[src/rtl/smb_mon_pkg.sv]
package smb_mon_pkg;

  // Minimum bus timings in nanoseconds
  localparam int unsigned NS_GAP      = 4700;  // stop -> next start
  localparam int unsigned NS_LEAD     = 4000;  // start -> first clock fall
  localparam int unsigned NS_RS_SU    = 4700;  // clock rise -> start
  localparam int unsigned NS_P_SU     = 4000;  // clock rise -> stop
  localparam int unsigned NS_D_SU     = 250;   // data transition -> clock rise
  localparam int unsigned NS_D_HD_SMB = 300;   // clock fall -> data transition

  // Rule bit positions in the flag vectors
  localparam int NRULES      = 6;
  localparam int RULE_GAP    = 0;
  localparam int RULE_LEAD   = 1;
  localparam int RULE_RS_SU  = 2;
  localparam int RULE_P_SU   = 3;
  localparam int RULE_D_SU   = 4;
  localparam int RULE_D_HD   = 5;

  // Reference events that own an interval counter
  localparam int NCNT      = 5;
  localparam int CNT_STOP  = 0;
  localparam int CNT_START = 1;
  localparam int CNT_RISE  = 2;
  localparam int CNT_FALL  = 3;
  localparam int CNT_DCHG  = 4;

  // ceil(ns * f) with f given in kHz
  function automatic int unsigned ns_to_cyc(input int unsigned ns, input int unsigned clk_khz);
    longint unsigned prod;
    prod = longint'(ns) * longint'(clk_khz);
    return int'((prod + 64'd999_999) / 64'd1_000_000);
  endfunction

  function automatic int unsigned max2(input int unsigned a, input int unsigned b);
    return (a > b) ? a : b;
  endfunction

endpackage

[src/rtl/smb_line_sync.sv]
module smb_line_sync #(
  parameter int STAGES = 2
) (
  input  logic clk,
  input  logic rst_n,
  input  logic line_in,
  output logic level,
  output logic prev_level,
  output logic rise,
  output logic fall
);
  // sh[0..STAGES-1] is the synchronizer; sh[STAGES] holds the prior sample
  logic [STAGES:0] sh;

  always_ff @(posedge clk) begin
    if (!rst_n) sh <= '1;
    else        sh <= {sh[STAGES-1:0], line_in};
  end

  assign level      = sh[STAGES-1];
  assign prev_level = sh[STAGES];
  assign rise       = level & ~prev_level;
  assign fall       = ~level & prev_level;

  assert_edge_excl_R2: assert property (@(posedge clk) disable iff (!rst_n)
    $onehot0({rise, fall}));

endmodule

[src/rtl/smb_cond_decode.sv]
module smb_cond_decode (
  input  logic clk,
  input  logic rst_n,
  input  logic scl_lvl,
  input  logic scl_prev,
  input  logic sda_rise,
  input  logic sda_fall,
  output logic ev_start,
  output logic ev_stop,
  output logic ev_dchg
);
  logic scl_steady_high;

  always_comb begin
    scl_steady_high = scl_lvl & scl_prev;
    ev_start = sda_fall & scl_steady_high;
    ev_stop  = sda_rise & scl_steady_high;
    ev_dchg  = (sda_rise | sda_fall) & ~scl_steady_high;
  end

  assert_one_event_R2: assert property (@(posedge clk) disable iff (!rst_n)
    $onehot0({ev_start, ev_stop, ev_dchg}));

  assert_cond_needs_edge_R2: assert property (@(posedge clk) disable iff (!rst_n)
    (ev_start | ev_stop) |-> (scl_lvl && $stable(scl_lvl)));

endmodule

[src/rtl/smb_gap_counter.sv]
module smb_gap_counter #(
  parameter int W = 9
) (
  input  logic         clk,
  input  logic         rst_n,
  input  logic         restart,
  output logic [W-1:0] count
);
  // Reset to saturation: an event never seen looks infinitely old
  localparam logic [W-1:0] SAT = '1;

  always_ff @(posedge clk) begin
    if (!rst_n)            count <= SAT;
    else if (restart)      count <= W'(1);
    else if (count != SAT) count <= count + W'(1);
  end

  assert_restart_R3: assert property (@(posedge clk) disable iff (!rst_n)
    restart |=> (count == W'(1)));

  assert_saturate_R5: assert property (@(posedge clk) disable iff (!rst_n)
    (!restart && count == SAT) |=> (count == SAT));

endmodule

[src/rtl/smb_rule_flags.sv]
module smb_rule_flags #(
  parameter int N = 6
) (
  input  logic         clk,
  input  logic         rst_n,
  input  logic         clr,
  input  logic [N-1:0] hit,
  output logic [N-1:0] flags,
  output logic [N-1:0] pulse
);
  always_ff @(posedge clk) begin
    if (!rst_n) begin
      flags <= '0;
      pulse <= '0;
    end else begin
      pulse <= hit;
      flags <= clr ? hit : (flags | hit);
    end
  end

  assert_pulse_sets_flag_R9: assert property (@(posedge clk) disable iff (!rst_n)
    ((pulse & ~flags) == '0));

  assert_flags_sticky_R9: assert property (@(posedge clk) disable iff (!rst_n)
    !clr |=> ((flags & $past(flags)) == $past(flags)));

  assert_clear_R10: assert property (@(posedge clk) disable iff (!rst_n)
    clr |=> (flags == pulse));

endmodule

[src/rtl/smb_timing_monitor.sv]
module smb_timing_monitor
  import smb_mon_pkg::*;
#(
  parameter int unsigned CLK_KHZ     = 100_000,
  parameter int          SYNC_STAGES = 2
) (
  input  logic              clk,
  input  logic              rst_n,
  input  logic              scl_in,
  input  logic              sda_in,
  input  logic              smbus_mode,
  input  logic              clr,
  output logic [NRULES-1:0] viol_flags,
  output logic [NRULES-1:0] viol_pulse
);
  localparam int unsigned T_GAP   = ns_to_cyc(NS_GAP, CLK_KHZ);
  localparam int unsigned T_LEAD  = ns_to_cyc(NS_LEAD, CLK_KHZ);
  localparam int unsigned T_RS_SU = ns_to_cyc(NS_RS_SU, CLK_KHZ);
  localparam int unsigned T_P_SU  = ns_to_cyc(NS_P_SU, CLK_KHZ);
  localparam int unsigned T_D_SU  = ns_to_cyc(NS_D_SU, CLK_KHZ);
  localparam int unsigned T_D_HD  = ns_to_cyc(NS_D_HD_SMB, CLK_KHZ);
  localparam int unsigned T_MAX   = max2(max2(max2(T_GAP, T_LEAD), max2(T_RS_SU, T_P_SU)),
                                         max2(T_D_SU, T_D_HD));
  localparam int          CW      = $clog2(T_MAX + 2);

  localparam logic [CW-1:0] L_GAP   = CW'(T_GAP);
  localparam logic [CW-1:0] L_LEAD  = CW'(T_LEAD);
  localparam logic [CW-1:0] L_RS_SU = CW'(T_RS_SU);
  localparam logic [CW-1:0] L_P_SU  = CW'(T_P_SU);
  localparam logic [CW-1:0] L_D_SU  = CW'(T_D_SU);
  localparam logic [CW-1:0] L_D_HD  = CW'(T_D_HD);

  // ---- synchronize and edge-detect both lines ----
  logic [1:0] raw_in, lvl, prv, rse, fal;
  assign raw_in = {sda_in, scl_in};

  for (genvar g = 0; g < 2; g++) begin : g_line
    smb_line_sync #(.STAGES(SYNC_STAGES)) u_sync (
      .clk(clk), .rst_n(rst_n), .line_in(raw_in[g]),
      .level(lvl[g]), .prev_level(prv[g]), .rise(rse[g]), .fall(fal[g])
    );
  end

  logic scl_lvl, scl_prev, scl_rise, scl_fall, sda_rise, sda_fall;
  assign scl_lvl  = lvl[0];
  assign scl_prev = prv[0];
  assign scl_rise = rse[0];
  assign scl_fall = fal[0];
  assign sda_rise = rse[1];
  assign sda_fall = fal[1];

  // ---- bus condition decoding ----
  logic ev_start, ev_stop, ev_dchg;
  smb_cond_decode u_dec (
    .clk(clk), .rst_n(rst_n), .scl_lvl(scl_lvl), .scl_prev(scl_prev),
    .sda_rise(sda_rise), .sda_fall(sda_fall),
    .ev_start(ev_start), .ev_stop(ev_stop), .ev_dchg(ev_dchg)
  );

  // ---- interval counters, one per reference event ----
  logic [NCNT-1:0] restart;
  logic [CW-1:0]   since [NCNT];

  always_comb begin
    restart            = '0;
    restart[CNT_STOP]  = ev_stop;
    restart[CNT_START] = ev_start;
    restart[CNT_RISE]  = scl_rise;
    restart[CNT_FALL]  = scl_fall;
    restart[CNT_DCHG]  = ev_dchg;
  end

  for (genvar c = 0; c < NCNT; c++) begin : g_cnt
    smb_gap_counter #(.W(CW)) u_cnt (
      .clk(clk), .rst_n(rst_n), .restart(restart[c]), .count(since[c])
    );
  end

  // ---- phase bookkeeping: which check the next edge closes ----
  logic lead_pend;   // start seen, first clock fall not yet
  logic dsu_pend;    // data transition seen in this clock-low phase
  logic dhd_pend;    // clock fell, no data transition yet

  always_ff @(posedge clk) begin
    if (!rst_n) begin
      lead_pend <= 1'b0;
      dsu_pend  <= 1'b0;
      dhd_pend  <= 1'b0;
    end else begin
      if (ev_start)      lead_pend <= 1'b1;
      else if (scl_fall) lead_pend <= 1'b0;

      if (ev_dchg)                  dsu_pend <= 1'b1;
      else if (scl_rise | scl_fall) dsu_pend <= 1'b0;

      if (scl_fall)     dhd_pend <= 1'b1;
      else if (ev_dchg) dhd_pend <= 1'b0;
    end
  end

  // ---- rule evaluation ----
  logic [CW-1:0]     hold_lim;
  logic [NRULES-1:0] hit;

  always_comb begin
    hold_lim = smbus_mode ? L_D_HD : '0;
    hit = '0;
    hit[RULE_GAP]   = ev_start && (since[CNT_STOP] < L_GAP);
    hit[RULE_LEAD]  = scl_fall && lead_pend && (since[CNT_START] < L_LEAD);
    hit[RULE_RS_SU] = ev_start && (since[CNT_RISE] < L_RS_SU);
    hit[RULE_P_SU]  = ev_stop && (since[CNT_RISE] < L_P_SU);
    hit[RULE_D_SU]  = scl_rise && dsu_pend && (since[CNT_DCHG] < L_D_SU);
    hit[RULE_D_HD]  = ev_dchg && dhd_pend && (since[CNT_FALL] < hold_lim);
  end

  smb_rule_flags #(.N(NRULES)) u_flags (
    .clk(clk), .rst_n(rst_n), .clr(clr), .hit(hit),
    .flags(viol_flags), .pulse(viol_pulse)
  );

  assert_i2c_no_hold_R8: assert property (@(posedge clk) disable iff (!rst_n)
    !smbus_mode |-> !hit[RULE_D_HD]);

  assert_stop_setup_on_stop_R6: assert property (@(posedge clk) disable iff (!rst_n)
    hit[RULE_P_SU] |-> (sda_rise && scl_lvl));

  assert_lead_on_fall_R4: assert property (@(posedge clk) disable iff (!rst_n)
    hit[RULE_LEAD] |-> (scl_prev && !scl_lvl));

endmodule

[config.mk]
export PLATFORM = sky130hd
export DESIGN_NAME = smb_timing_monitor
export DESIGN_NICKNAME = d
export VERILOG_FILES = /design/src/rtl/smb_mon_pkg.sv /design/src/rtl/smb_line_sync.sv /design/src/rtl/smb_cond_decode.sv /design/src/rtl/smb_gap_counter.sv /design/src/rtl/smb_rule_flags.sv /design/src/rtl/smb_timing_monitor.sv
export SDC_FILE = /design/constraint.sdc
export NUM_CORES = 1
export LEC_CHECK = 0
export CAP_MARGIN = 20
export CELL_PAD_IN_SITES_DETAIL_PLACEMENT = 1
export CELL_PAD_IN_SITES_GLOBAL_PLACEMENT = 1
export CORE_MARGIN = 1.5
export CORE_UTILIZATION = 35
export CTS_CLUSTER_DIAMETER = 100
export DETAILED_ROUTE_END_ITERATION = 7
export PLACE_DENSITY_LB_ADDON = 0.3
export SLEW_MARGIN = 20
export SYNTH_ARGS = -nofsm -noshare
export SYNTH_HDL_FRONTEND = slang
export SYNTH_HIERARCHICAL = 1
export SYNTH_SLANG_ARGS = --single-unit
export TNS_END_PERCENT = 50
[constraint.sdc]
create_clock -name clk -period 1.78 [get_ports clk]
set_input_delay 0.356 -clock clk [delete_from_list [all_inputs] [get_ports clk]]
set_output_delay 0.356 -clock clk [all_outputs]
set_load 0.02 [all_outputs]
Word level (Yosys, flattened, before mapping)
Index checks and enable logic that the tools add are counted.

storage, ports and cells
  register bits = 66
  bits of input ports = 6
  output and inout port bits = 12
  word-level logic and storage cells = 90

operators by class
  add/sub/neg operators = 5
  $lt $le $gt $ge = 6
  eq/ne operators = 5
  mux-type cells = 18
  bitwise logic cells = 17
  reduce and logical (&&, ||, !) cells = 22

operators with widths
  operator                                                              count
  9-bit 2-to-1 mux                                                      10
  9-bit by 1-bit adder with 9-bit output, second input constant         5
  9-bit inequality test, second input constant                          5
  9-bit < comparator, second input constant                             4
  2-bit nonzero test                                                    8
  2-bit OR reduction                                                    5
  1-bit logical AND                                                     9
  9-bit by 5-bit < comparator with 1-bit output                         1
  9-bit by 5-bit < comparator with 1-bit output, second input constant  1
  1-bit AND                                                             8
  1-bit 2-to-1 mux                                                      6
  6-bit 2-to-1 mux                                                      1
  1-bit NOT                                                             6
  6-bit bitwise OR                                                      1
  5-bit 2-to-1 mux                                                      1
  1-bit bitwise OR                                                      2

Longest topological paths before layout
  word-level depth = 8
  mapped depth = 9
  depth with buffers taken out = 8

Hierarchy
Netlist, hierarchy kept.

modules (own cells, without submodules)
  module              instances  cells each  area an instance (um^2)  sequential area each (um^2)
  smb_gap_counter     5          53          488.0                    180.2
  smb_rule_flags      1          31          367.9                    240.2
  smb_timing_monitor  1          35          299.0                    60.1
  smb_line_sync       2          8           91.3                     60.1
  smb_cond_decode     1          3           21.3                     0.0

Least setup slack after synthesis
Ideal clock, no wire load.

  kind = register to register
  from = register g_line[1].u_sync.sh[1]
  to = register u_flags.flags[5]
  setup time = 0.058 ns
  arrival = 1.718 ns
  required time = 1.722 ns
  slack = 0.005 ns
  stages on the path, launching flop included = 7
  path buffers = 0
  period minus slack after synthesis = 1.775 ns
  cell sequence = dfxtp_1 > nor2b_1 > a2bb2oi_1 > nand2_1 > a2111oi_2 > o211a_1 > o21a_1

between the ends
  elaborated cells on any way between the ends = 9
  those cells by class = mux (1); bitwise (6); reduce/logical (2)

RTL lines
  item                              RTL line                   source
  from (decl)                       smb_line_sync.sv:13        logic [STAGES:0] sh;
  from (signal assigned)            smb_line_sync.sv:17        else sh <= {sh[STAGES-1:0], line_in};
  1-bit AND *                       smb_line_sync.sv:22        assign rise = level & ~prev_level;
  via sda_rise                      smb_timing_monitor.sv:44   logic scl_lvl, scl_prev, scl_rise, scl_fall, sda_rise, sda_fall;
  1-bit bitwise OR *                smb_cond_decode.sv:18      ev_dchg = (sda_rise | sda_fall) & ~scl_steady_high;
  1-bit AND *                       smb_cond_decode.sv:18
  via ev_dchg                       smb_timing_monitor.sv:53   logic ev_start, ev_stop, ev_dchg;
  1-bit logical AND * (2 in a row)  smb_timing_monitor.sv:113  hit[RULE_D_HD] = ev_dchg && dhd_pend && (since[CNT_FALL] < hold_lim);
  via hit[5]                        smb_timing_monitor.sv:103  logic [NRULES-1:0] hit;
  6-bit bitwise OR                  smb_rule_flags.sv:17       flags <= clr ? hit : (flags | hit);
  6-bit 2-to-1 mux *                smb_rule_flags.sv:17
  to (signal assigned)              smb_rule_flags.sv:17
  to (decl)                         smb_rule_flags.sv:8        output logic [N-1:0] flags,

Mark *: on every way through the listed nets, which the timed path passes. The rest lies on a longest branch.
A chain may end at the register's enable or synchronous reset.

Worst setup path after layout
  from = register g_cnt[3].u_cnt.count[0]
  to = register g_cnt[3].u_cnt.count[7]

between the ends
  word-level cells in the longest chain between the ends = 3
  elaborated cells on any way between the ends = 5
  those cells by class = add/sub (1); eq/ne (1); mux (2); reduce/logical (1)

RTL lines
  item                                    RTL line               source
  from (decl)                             smb_gap_counter.sv:7   output logic [W-1:0] count
  from (signal assigned)                  smb_gap_counter.sv:15  else if (count != SAT) count <= count + W'(1);
  9-bit by 1-bit adder with 9-bit output  smb_gap_counter.sv:15
  9-bit 2-to-1 mux                        smb_gap_counter.sv:15
  9-bit 2-to-1 mux                        smb_gap_counter.sv:14  else if (restart) count <= W'(1);

Several ways; a longest one is shown, not always the timed one. The select of a mux whose other input is x is not followed.

==> results.yml <==
floorplanning:
  dieArea_mm2: 0.0101
  fp.dieH_um: 100
  io_pins: 18
  initial_core_util_pct: 36.0
  fp-row-count: 35
  coreArea_mm2: 0.00920
  fp.dieW_um: 100
detailed_routing:
  route.detailed.drc: 0
  vias: 2895
  ant_nets: 0
  drtPass1Iterations: 4
  drt-initial-drc-count: 45
  viasPerCell: 5.18
  drt_wl_total_um: 8600
  drt-wirelength-per-cell_um: 15.4
setup_path:
  cp-startpoint: "g_cnt[3].u_cnt/count[0]"
  cpMaxStageDelayCell: "dfxtp_2"
  critPathMaxFanout: 3
  critPathBufInv: 1
  critPathRequiredTime_ns: 2.06
  cp.arrival_ns: 2.01
  crit_type: "register to register"
  end_kind: "register"
  worstReg2RegStart: "g_cnt[3].u_cnt/count[0]"
  critPathTopFamily: "simple AND/OR/NAND/NOR gates"
  slowest_delay_ns: 0.35
  crit_chain: "ha_4 > nand3_1 > nor2_2 > ha_2 > buf_4 > nor3_1 > o21a_1 > o21ai_0 > o211ai_1"
  start_kind: "register"
cts:
  clock_latency_ns: 0.35
  root_buffer: "clkbuf_8"
  path_clk_slew_ns: 0.08
  cts_buffers: 9
  cts_buffer_depth: 2
  cts_tree: "built"
  cts_max_level: 3
  cts_hold_buffers: 0
  clock_sink_count: 66
run:
  max_cap_violations: 0
placement:
  gp_congestion: 0.793
  dpl-instance-area_mm2: 0.00402
  port-buffer-count: 17
  hpwl_um: 6160
sta:
  fin_crit_ns: 1.74
  worst_slew_pin_slew_ns: 0.452
  hold_slack_ns: 0.353
  clock.fmax_ghz: 0.575
  slew_headroom_pct: 69.5
  rsz0062_at_grt: "yes"
  hold_viol_final: 0
  layout_worst_path_cycle_share_pct: 97.6
  fin_skew_ns: 0.0101
  slew_viol_final: 0
  setup-violations-final: 0
logic_synthesis:
  ys_warn_count: 6
  avgSynthCellArea_um2: 9.46
  synthFlopType: "dfxtp_1"
  yosys_register_bits: 66
  synthArstFlopShare_pct: 0
  postSynthCellCount: 350
  synth_edf_count: 0
  syn-cell-area_mm2: 0.00331
  syn-num-nets: 374
  yosysSeqAreaShare_pct: 39.9
  synth.distinct_cells: 36
layout:
  area_growth_pct: 35.2
  stdcell_area_mm2: 0.00448
  layout-drive-gt1-share_pct: 31.5
  fin_nets: 467
  n_antenna_cell: 0
  filler_cell_count: 1079
power_and_ir_drop:
  vdd_drop_max_mv: 0.724
  finalPower_mw: 8.22
  leakagePower_nw: 1.84
  pwr_density_cell_mw_per_mm2: 1840
global_route:
  grt_max_degree: 17
  grt_pass1_wl_um: 14100
  grt_pass1_vias: 2954
  grt_overflow: 0
  grt_util_all_layers_pct: 17.9
  antenna_found_initial: 0
worst_hold_path:
  min-delay-start: "rst_n"
  hold_path.class: "input port to register"
run_status:
  status: "complete, no violations"
[power breakdown]
part | internal [mW] | total [mW] | switching (mW)
registers | 1.96 | 2.36 | 0.404
clock network | 0.724 | 1.31 | 0.584
logic | 2.37 | 4.54 | 2.17
[cells in the final DEF (no fill, tap or decap), drive strengths merged, types with 3 or more instances in the layout]
master	instances
and3	3
inv	11
o311ai	3
nand4	5
nor3	16
a21o	7
ha	18
or3	5
and2	7
clkdlybuf4s50	16
a21oi	8
dfxtp	66
o21a	16
nand3	12
o21ai	40
nor2	25
nand2b	7
buf	72
clkbuf	14
nor2b	16
o211ai	5
a221o	10
xnor2	20
nand2	22
nor4b	10
mux2i	5
[kinds of logic after synthesis]
kind of cell / after synthesis / synth area share, %
AOI/OAI and AO/OA: 92 / 18.6
xor gates and xnor gates: 20 / 5.29
adders and majority gates: 18 / 6.80
buffers and inverters: 17 / 3.17
DFF: 66 / 39.9
muxes: 5 / 1.51
and+or+nand+nor: 132 / 24.7
[per-layer routing]
metal,GRT usage [%],vias up,part of all wire [%],wire length (um)
li1,-,1448,-,-
met1,23.2,1410,48,4130
met2,30.2,25,48,4150
met3,3.13,12,2.3,202
met4,5.53,0,1.3,115
met5,0,-,0,0
[cell usage after synthesis (all sizes together), types with 6 or more instances]
library cell / number / area [um^2]
a21o: 7 / 52.6
a21oi: 8 / 40.0
a221o: 10 / 106
and2: 7 / 43.8
buf: 6 / 63.8
dfxtp: 66 / 1320
ha: 18 / 225
inv: 11 / 41.3
nand2: 22 / 82.6
nand2b: 7 / 43.8
nand3: 12 / 60.1
nor2: 25 / 93.8
nor2b: 16 / 138
nor3: 16 / 80.1
nor4b: 10 / 163
o21a: 16 / 120
o21ai: 40 / 200
xnor2: 20 / 175
[through the flow]
step	utilization (%)	setup slack (ns)	TNS (ns)	std cells
3_3_place_gp	43.8	-0.157	-0.313	535
3_5_place_dp	43.8	-0.265	-0.560	535
2_1_floorplan	-	0.00464	0	350
6_report	48.7	0.0422	0	559
5_1_grt	48.7	-0.0366	-0.273	559
4_1_cts	46.1	-0.0150	-0.0284	552
[worst register-to-register path: stages (launching register included)]
cell and delay, ns:
dfxtp_2 0.35, ha_4 0.16, nand3_1 0.09, nor2_2 0.06
ha_2 0.19, buf_4 0.13, nor3_1 0.35, o21a_1 0.17
o21ai_0 0.07, o211ai_1 0.09
[registers in the layout, summed over array words and instances (netlist names)]
name               count
dsu_pend               1
lead_pend              1
g_cnt.u_cnt/count     45
u_flags/flags          6
g_line.u_sync/sh       6
u_flags/pulse          6
dhd_pend               1
[worst paths after layout]
| kind | end | slack [ns] | depth (start not counted) |
|---|---|---|---|
| hold reg to reg | g_line[1].u_sync/sh[1] | 0.42 | 1 |
| setup / recovery | g_cnt[3].u_cnt/count[7] | 0.04 | 9 |
| hold / removal | g_cnt[4].u_cnt/count[2] | 0.35 | 2 |
| setup reg to reg | g_cnt[3].u_cnt/count[7] | 0.04 | 9 |
[area by class of cell]
class,instances,area [um^2],share of cell area (%)
Clock buffer,14,163,3.63
Clock inverter,2,35.0,0.783
Inverter,11,41.3,0.923
Multi-Input combinational cell,267,2060,45.9
Sequential cell,66,1340,29.9
Tap cell,111,139,3.10
Timing Repair Buffer,88,706,15.8
[repair_timing]
item / in CTS / in global routing
pin swaps: 0 / 11
cloned: 0 / 0
buffers inserted: 1 / 7
endpoints found under the hold margin: 0 / 0
gates resized for setup: 4 / 50
setup endpoints to repair: 8 / 33
No activity file was read; power rests on OpenSTA's default activity.
